File: config.mk
export PLATFORM = sky130hd
export DESIGN_NAME = stoprec_lvi_ctrl
export DESIGN_NICKNAME = d
export VERILOG_FILES = /design/src/rtl/stoprec_pkg.sv /design/src/rtl/srl_cfg_reg.sv /design/src/rtl/srl_rec_timer.sv /design/src/rtl/srl_lvi_gate.sv /design/src/rtl/stoprec_lvi_ctrl.sv
export SDC_FILE = /design/constraint.sdc
export NUM_CORES = 1
export LEC_CHECK = 0
export ABC_AREA = 1
export BUFFER_PORTS_ARGS = -buffer_cell sky130_fd_sc_hd__clkbuf_2
export CAP_MARGIN = 10
export CORE_MARGIN = 5
export CORE_UTILIZATION = 55
export DETAILED_ROUTE_END_ITERATION = 7
export PLACE_DENSITY_LB_ADDON = 0.2
export SYNTH_ARGS = -nofsm -noshare
export SYNTH_HDL_FRONTEND = slang
export SYNTH_SLANG_ARGS = --single-unit
File: constraint.sdc
create_clock -name clk_i -period 3.3 [get_ports clk_i]
set_clock_uncertainty 0.1 [all_clocks]
set_input_delay 0.66 -clock clk_i [delete_from_list [all_inputs] [get_ports clk_i]]
set_output_delay 0.66 -clock clk_i [all_outputs]
set_load 0.01 [all_outputs]
File: src/rtl/stoprec_pkg.sv
package stoprec_pkg;

    typedef enum logic [1:0] {
        PH_RUN     = 2'd0,
        PH_STOPPED = 2'd1,
        PH_RECOVER = 2'd2
    } phase_e;

    typedef struct packed {
        logic cop_fast;
        logic det_in_stop;
        logic det_rst_off;
        logic det_pwr_off;
        logic unused3;
        logic quick_rec;
        logic stop_ok;
        logic cop_off;
    } cfg_t;

    localparam logic [7:0] CFG_WR_MASK = 8'b1111_0111;

endpackage

File: src/rtl/srl_cfg_reg.sv
module srl_cfg_reg
    import stoprec_pkg::*;
(
    input  logic       clk_i,
    input  logic       rst_ni,
    input  logic       wr_en_i,
    input  logic [7:0] wr_data_i,
    output logic [7:0] rd_data_o,
    output logic       cop_fast_o,
    output logic       det_in_stop_o,
    output logic       det_rst_off_o,
    output logic       det_pwr_off_o,
    output logic       quick_rec_o
);

    cfg_t cfg_d, cfg_q;

    always_comb begin
        cfg_d = cfg_q;
        if (wr_en_i) begin
            cfg_d = cfg_t'(wr_data_i & CFG_WR_MASK);
        end
    end

    always_ff @(posedge clk_i or negedge rst_ni) begin
        if (!rst_ni) begin
            cfg_q <= '0;
        end else begin
            cfg_q <= cfg_d;
        end
    end

    assign rd_data_o     = cfg_q;
    assign cop_fast_o    = cfg_q.cop_fast;
    assign det_in_stop_o = cfg_q.det_in_stop;
    assign det_rst_off_o = cfg_q.det_rst_off;
    assign det_pwr_off_o = cfg_q.det_pwr_off;
    assign quick_rec_o   = cfg_q.quick_rec;

endmodule

File: src/rtl/srl_rec_timer.sv
module srl_rec_timer
    import stoprec_pkg::*;
#(
    parameter int SHORT_CYC = 32,
    parameter int LONG_CYC  = 4096
) (
    input  logic clk_i,
    input  logic rst_ni,
    input  logic stop_enter_i,
    input  logic wake_req_i,
    input  logic wake_by_rst_i,
    input  logic quick_rec_i,
    output logic resume_o,
    output logic in_stop_o
);

    localparam int CNT_W = $clog2(LONG_CYC);
    localparam logic [CNT_W-1:0] LONG_LIM  = CNT_W'(LONG_CYC - 1);
    localparam logic [CNT_W-1:0] SHORT_LIM = CNT_W'(SHORT_CYC - 1);

    typedef struct packed {
        phase_e           phase;
        logic [CNT_W-1:0] cnt;
        logic             long_sel;
        logic             resume;
    } tmr_t;

    tmr_t st_d, st_q;
    logic [CNT_W-1:0] limit;

    assign limit = st_q.long_sel ? LONG_LIM : SHORT_LIM;

    always_comb begin
        st_d        = st_q;
        st_d.resume = 1'b0;
        case (st_q.phase)
            PH_RUN: begin
                if (stop_enter_i) begin
                    st_d.phase = PH_STOPPED;
                end
            end
            PH_STOPPED: begin
                if (wake_req_i) begin
                    st_d.phase    = PH_RECOVER;
                    st_d.cnt      = '0;
                    st_d.long_sel = wake_by_rst_i | ~quick_rec_i;
                end
            end
            PH_RECOVER: begin
                if (st_q.cnt == limit) begin
                    st_d.phase  = PH_RUN;
                    st_d.cnt    = '0;
                    st_d.resume = 1'b1;
                end else begin
                    st_d.cnt = st_q.cnt + 1'b1;
                end
            end
            default: begin
                st_d.phase = PH_RUN;
            end
        endcase
    end

    always_ff @(posedge clk_i or negedge rst_ni) begin
        if (!rst_ni) begin
            st_q <= '{phase: PH_RUN, cnt: '0, long_sel: 1'b1, resume: 1'b0};
        end else begin
            st_q <= st_d;
        end
    end

    assign resume_o  = st_q.resume;
    assign in_stop_o = (st_q.phase != PH_RUN);

endmodule

File: src/rtl/srl_lvi_gate.sv
module srl_lvi_gate #(
    parameter int SYNC_STAGES = 2
) (
    input  logic clk_i,
    input  logic rst_ni,
    input  logic trip_i,
    input  logic in_stop_i,
    input  logic det_in_stop_i,
    input  logic det_rst_off_i,
    input  logic det_pwr_off_i,
    output logic lvi_en_o,
    output logic rst_req_o
);

    localparam int LAST = SYNC_STAGES - 1;

    logic [SYNC_STAGES-1:0] sync_d, sync_q;

    generate
        if (SYNC_STAGES == 1) begin : g_one
            always_comb sync_d = trip_i;
        end else begin : g_many
            always_comb sync_d = {sync_q[SYNC_STAGES-2:0], trip_i};
        end
    endgenerate

    always_ff @(posedge clk_i or negedge rst_ni) begin
        if (!rst_ni) begin
            sync_q <= '0;
        end else begin
            sync_q <= sync_d;
        end
    end

    assign lvi_en_o  = ~det_pwr_off_i & (~in_stop_i | det_in_stop_i);
    assign rst_req_o = sync_q[LAST] & lvi_en_o & ~det_rst_off_i;

endmodule

File: src/rtl/stoprec_lvi_ctrl.sv
module stoprec_lvi_ctrl #(
    parameter int SHORT_CYC   = 32,
    parameter int LONG_CYC    = 4096,
    parameter int COP_SHORT   = 8176,
    parameter int COP_LONG    = 262128,
    parameter int SYNC_STAGES = 2,
    parameter int PER_W       = $clog2(COP_LONG + 1)
) (
    input  logic             clk_i,
    input  logic             rst_ni,
    input  logic             wr_en_i,
    input  logic [7:0]       wr_data_i,
    output logic [7:0]       rd_data_o,
    input  logic             stop_enter_i,
    input  logic             wake_req_i,
    input  logic             wake_by_rst_i,
    input  logic             lvi_trip_i,
    output logic             resume_o,
    output logic             lvi_en_o,
    output logic             lvi_rst_req_o,
    output logic [PER_W-1:0] wdog_period_o
);

    logic cop_fast, det_in_stop, det_rst_off, det_pwr_off, quick_rec, in_stop;

    srl_cfg_reg u_cfg (
        .clk_i         (clk_i),
        .rst_ni        (rst_ni),
        .wr_en_i       (wr_en_i),
        .wr_data_i     (wr_data_i),
        .rd_data_o     (rd_data_o),
        .cop_fast_o    (cop_fast),
        .det_in_stop_o (det_in_stop),
        .det_rst_off_o (det_rst_off),
        .det_pwr_off_o (det_pwr_off),
        .quick_rec_o   (quick_rec)
    );

    srl_rec_timer #(
        .SHORT_CYC (SHORT_CYC),
        .LONG_CYC  (LONG_CYC)
    ) u_tmr (
        .clk_i         (clk_i),
        .rst_ni        (rst_ni),
        .stop_enter_i  (stop_enter_i),
        .wake_req_i    (wake_req_i),
        .wake_by_rst_i (wake_by_rst_i),
        .quick_rec_i   (quick_rec),
        .resume_o      (resume_o),
        .in_stop_o     (in_stop)
    );

    srl_lvi_gate #(
        .SYNC_STAGES (SYNC_STAGES)
    ) u_lvi (
        .clk_i         (clk_i),
        .rst_ni        (rst_ni),
        .trip_i        (lvi_trip_i),
        .in_stop_i     (in_stop),
        .det_in_stop_i (det_in_stop),
        .det_rst_off_i (det_rst_off),
        .det_pwr_off_i (det_pwr_off),
        .lvi_en_o      (lvi_en_o),
        .rst_req_o     (lvi_rst_req_o)
    );

    assign wdog_period_o = cop_fast ? PER_W'(COP_SHORT) : PER_W'(COP_LONG);

endmodule

* Word level (Yosys, flattened, before mapping)
Cells that the tools add are included.
** Storage, ports and cells
- Logic and storage cells :: 44
- Bits of input ports :: 15
- Register bits :: 25
- Output and inout port bits :: 29
** Cells by class
- Reductions and logical operators :: 6
- Multiplexer cells :: 10
- Equal/unequal tests :: 6
- Add/subtract/negate cells :: 1
- Bitwise gates (word level) :: 9
** Operators with widths (count)
- $mux 12 :: 2
- $pmux 12 s2 :: 1
- $mux 18 :: 1
- $mux 15 :: 1
- $add 12x1->12 const B :: 1
- $eq 12x12->1 :: 1
- $pmux 2 s3 :: 1
- $mux 2 :: 2
- $ne 2x2->1 const B :: 2
- $not 1->1 :: 4
- $reduce_and 2->1 :: 2
- $reduce_bool 2->1 :: 2
- $and 1x1->1 :: 3
- $reduce_and 3->1 :: 1
- $eq 2x1->1 const B :: 1
- $eq 2x2->1 const B :: 1
- $logic_not 2->1 :: 1
- $mux 1 :: 2
- $ne 2x1->1 const B :: 1
- $or 1x1->1 :: 2

* Logic depth before layout (Yosys ltp)
- Word-level depth :: 6
- Mapped depth :: 9
- Gate-level depth less buffers :: 8

* By module
A second synthesis with hierarchy kept.
** Second synthesis, totals
- Cell total of the unflattened synthesis :: 194
- Area total of the unflattened synthesis :: 1488.9 µm²
** By module, submodules not included
- srl_rec_timer :: area an instance 944.7 µm², cells each 127, seq. area each 401.6 µm², instances 1
- srl_cfg_reg :: area an instance 317.8 µm², cells each 37, seq. area each 175.2 µm², instances 1
- stoprec_lvi_ctrl :: area an instance 138.9 µm², cells each 20, seq. area each 0.0 µm², instances 1
- srl_lvi_gate :: area an instance 87.6 µm², cells each 10, seq. area each 50.0 µm², instances 1

* Worst setup path before layout
OpenSTA, ideal clock, no wires.
- Path type :: register to output
- From :: register u_tmr.st_q[14] (netlist name)
- To :: output port lvi_rst_req_o
- Stages on the path, launching flop included :: 6
- Data required time :: 2540 ps
- Path slack :: 1494 ps
- Path buffers :: 0
- Arrival :: 1046 ps
- Cell sequence :: dfrtp_1 > nor2_1 > inv_1 > a21oi_1 > nand2_1 > nor2_1
** On the way
- Longest elaborated chain between the ends :: 6
** RTL lines
- from (decl) :: line srl_rec_timer.sv:28 : tmr_t st_d, st_q;
- from (signal assigned) :: line srl_rec_timer.sv:66 : st_q <= '{phase: PH_RUN, cnt: '0, long_sel: 1'b1, resume: 1'b0};
- from (signal assigned) :: line srl_rec_timer.sv:68 : st_q <= st_d;
- $reduce_bool 2->1 :: line srl_rec_timer.sv:73 : assign in_stop_o = (st_q.phase != PH_RUN);
- $not 1->1 :: line srl_lvi_gate.sv:35 : assign lvi_en_o = ~det_pwr_off_i & (~in_stop_i | det_in_stop_i);
- $or 1x1->1 :: line srl_lvi_gate.sv:35
- $and 1x1->1 :: line srl_lvi_gate.sv:35
- via lvi_en_o :: line stoprec_lvi_ctrl.sv:19 : output logic lvi_en_o,
- $and 1x1->1 (2 in series) :: line srl_lvi_gate.sv:36 : assign rst_req_o = sync_q[LAST] & lvi_en_o & ~det_rst_off_i;
- to (decl) :: line stoprec_lvi_ctrl.sv:20 : output logic lvi_rst_req_o,
The timed path passes the listed nets, and every way through them passes these cells.

* Final worst setup path
- From :: register u_tmr.st_q[14] (netlist name)
- To :: output port lvi_rst_req_o
** On the way
- Longest elaborated chain between the ends :: 6
** RTL lines (line)
- $reduce_bool 2->1 :: srl_rec_timer.sv:73
- $not 1->1 :: srl_lvi_gate.sv:35
- $or 1x1->1 :: srl_lvi_gate.sv:35
- $and 1x1->1 :: srl_lvi_gate.sv:35
- $and 1x1->1 (2 in series) :: srl_lvi_gate.sv:36
No other way between the ends.

==> impl_metrics.env <==
export IMPL_p_leak_nw=0.800
export IMPL_status="completed"
export IMPL_overflow=0
export IMPL_wl_per_cell_um=11.7
export IMPL_powerDensity_nw_per_um2=601
export IMPL_finalSetupViolations=0
export IMPL_nFillCells=228
export IMPL_cts_sinks=25
export IMPL_ant_nets=0
export IMPL_cts_root_buffer="clkbuf_4"
export IMPL_endpoint_kind="output port"
export IMPL_fin_tns_setup_ps=0
export IMPL_synthToLayoutAreaGrowth_pct=4.67
export IMPL_relSlewSlack_pct=58.8
export IMPL_cp_slowest_stage_delay_ps=460
export IMPL_total_power_uw=927
export IMPL_grt_max_degree=26
export IMPL_h_tree_depth=1
export IMPL_io_pins=44
export IMPL_firstDrtPassIters=4
export IMPL_cts_hold_buf=0
export IMPL_dieArea_sq_um=3810
export IMPL_crit_chain="nor2_1 > inv_1 > a21oi_1 > nand2_1 > nor2_1 > clkbuf_2"
export IMPL_hold_violations=0
export IMPL_start_util_pct=58.4
export IMPL_combPwrFrac_pct=34.7
export IMPL_drt_iter0_drc=42
export IMPL_layout_drive_gt1_share_pct=25.6
export IMPL_cts_tree="built"
export IMPL_r2r_slack_ps=1810
export IMPL_fin_crit_sh_pct=65.0
export IMPL_cts_setup_buffers=0
export IMPL_min_path_type="in -> async"
export IMPL_gp_congestion=0.797
export IMPL_cp_slowest_cell="dfrtp_1"
export IMPL_worstSetupStartpointType="flop"
export IMPL_chipHeight_um=61.8
export IMPL_synth_top_area_share_pct=40.7
export IMPL_grt_pass1_wl_um=4440
export IMPL_viasPerCell=5.03
export IMPL_period_needed_ps=2150
export IMPL_synth_cells=180
export IMPL_io_buffers=28
export IMPL_finalMaxSlewViolations=0
export IMPL_critPathTopFamily="flip-flops"
export IMPL_ys_types=26
export IMPL_synth_largest_area_cell="dfrtp_1"
export IMPL_vdd_drop_max_uv=436
export IMPL_globalRouteTotalUtil_pct=15.5
export IMPL_fmax_mhz=466
export IMPL_final_net_count=216
export IMPL_p_clk_share_pct=16.0
export IMPL_drcViolationCount=0
export IMPL_pwr_share_seq_pct=49.3
export IMPL_rsz0062_at_grt="no"
export IMPL_clkSlewWorstSetupHoldPaths_ps=150
export IMPL_yosys_top_cells_area="dfrtp_1, buf_4, nand2_1, nand3_1, inv_1"
export IMPL_whs_ps=212
export IMPL_worst_pin_slew_ps=619
export IMPL_path_buf_inv=2
export IMPL_cts_buffers=3
export IMPL_sw_frac_of_total_pct=40.8
export IMPL_coreArea_sq_um=2520
export IMPL_cpMostUsedCell="nor2_1"
export IMPL_insertion_delay_ps=320
export IMPL_hpwl_um=2060
export IMPL_dp_slack_ps=1530
export IMPL_utilization_pct=61.2
export IMPL_worst_slack_ps=1150
export IMPL_yosysSeqAreaShare_pct=42.5
export IMPL_crit_required_ps=2540
export IMPL_crit_type="reg -> out"
export IMPL_synthesis_area_sq_um=1470
export IMPL_grt_pass1_vias=1012
export IMPL_internal_power_uw=549
export IMPL_p_switching_uw=378
export IMPL_yosysWarnings=0
export IMPL_ctsResizeCount=0
export IMPL_dr_total_vias=1151
export IMPL_die_x_um=61.8
export IMPL_cts_buffer_depth=2
export IMPL_synth_area_per_cell_sq_um=8.19
export IMPL_cap_violations=0
export IMPL_path_max_fanout=4
export IMPL_diodes=0
export IMPL_ys_ff_latch=25
export IMPL_num_rows=18
export IMPL_drt_total_wl_um=2670
export IMPL_arrival_ps=1390
export IMPL_antenna_found_initial=0
final cells by class:
class	count	area, sq um	area share, %
clock buffer	3	22.5	1.46
inverter	22	82.6	5.35
clock inverter	1	8.76	0.568
sequential	25	627	40.6
tap	30	37.5	2.43
timing repair buffer	28	140	9.08
multi-input combinational	120	624	40.5
cell families (layout without fill, tap and decap cells):
| family | after synthesis | in the layout | synth area share [%] |
|---|---|---|---|
| AO/OA/AOI/OAI | 16 | 16 | 6.28 |
| AND/OR/NAND/NOR | 83 | 83 | 27.4 |
| other | 2 | 14 | 0.510 |
| adder cells (fa/ha/maj) | 1 | 1 | 0.849 |
| flip-flops | 25 | 25 | 42.5 |
| multiplexers | 4 | 4 | 3.06 |
| XOR/XNOR | 2 | 2 | 1.19 |
| buffers and inverters | 47 | 54 | 18.2 |
path summary, 6_finish.rpt:
path | start | to | depth (start not counted)
min | rst_ni | u_cfg.quick_rec_o$_DFFE_PN0P_ | 1
max in group asynchronous | rst_ni | u_tmr.st_q[2]$_DFFE_PN0P_ | 1
max reg2reg | u_tmr.st_q[3]$_DFFE_PN0P_ | u_tmr.st_q[13]$_DFFE_PN0P_ | 6
min in group clk_i | u_lvi.sync_q[0]$_DFF_PN0_ | u_lvi.sync_q[1]$_DFF_PN0_ | 0
min reg2reg | u_lvi.sync_q[0]$_DFF_PN0_ | u_lvi.sync_q[1]$_DFF_PN0_ | 0
max | u_tmr.st_q[14]$_DFFE_PN0P_ | lvi_rst_req_o | 6
routing by layer:
layer	track usage, %	part of all wire [%]	up-vias	wire, um
met5	0	0	-	0
met4	3.94	0.64	0	17
met3	1.86	4.9	4	132
met2	26.6	52	30	1400
met1	20.8	42	550	1120
li1	-	-	567	-
flip-flops by register name, summed over array words and instances (netlist names):
signal	cells
u_cfg.cop_fast_o	1
u_cfg.det_in_stop_o	1
u_cfg.det_pwr_off_o	1
u_cfg.det_rst_off_o	1
u_cfg.quick_rec_o	1
u_cfg.rd_data_o	2
u_lvi.sync_q	2
u_tmr.resume_o	1
u_tmr.st_q	15
synth_stat cells, drive strengths merged:
cell type,instances
a211oi,1
a21oi,2
buf,25
conb,2
dfrtp,24
dfstp,1
ha,1
inv,22
mux2,4
nand2,42
nand3,17
nand3b,1
nand4,4
nor2,19
o21ai,10
o21bai,2
o22ai,1
xnor2,1
xor2,1
layout by cell type, fill, tap and decap left out, drive strengths merged:
| cell type | count |
|---|---|
| nor2 | 19 |
| nand3 | 17 |
| mux2 | 4 |
| xnor2 | 1 |
| xor2 | 1 |
| clkbuf | 31 |
| nand4 | 4 |
| o21ai | 10 |
| dfrtp | 24 |
| nand2 | 42 |
| o22ai | 1 |
| a211oi | 1 |
| ha | 1 |
| a21oi | 2 |
| nand3b | 1 |
| inv | 23 |
| o21bai | 2 |
| dfstp | 1 |
| conb | 14 |
stage by stage:
stage / area, sq um / instances
3_5_place_dp: 1510 / 225
3_3_place_gp: 1510 / 225
6_report: 1540 / 229
5_1_grt: 1540 / 229
4_1_cts: 1540 / 229
2_1_floorplan: 1520 / 192
power by group through the flow:
stage                     clock, mW  sequential (mW)  combinational (mW)
after floorplan                   0            0.441               0.284
after global placement            0            0.459               0.313
after detailed placement          0            0.462               0.325
after CTS                     0.154            0.456               0.326
after global routing          0.167            0.467               0.370
final                         0.149            0.457               0.322
Note: power is estimated with default switching activity, not from simulation.
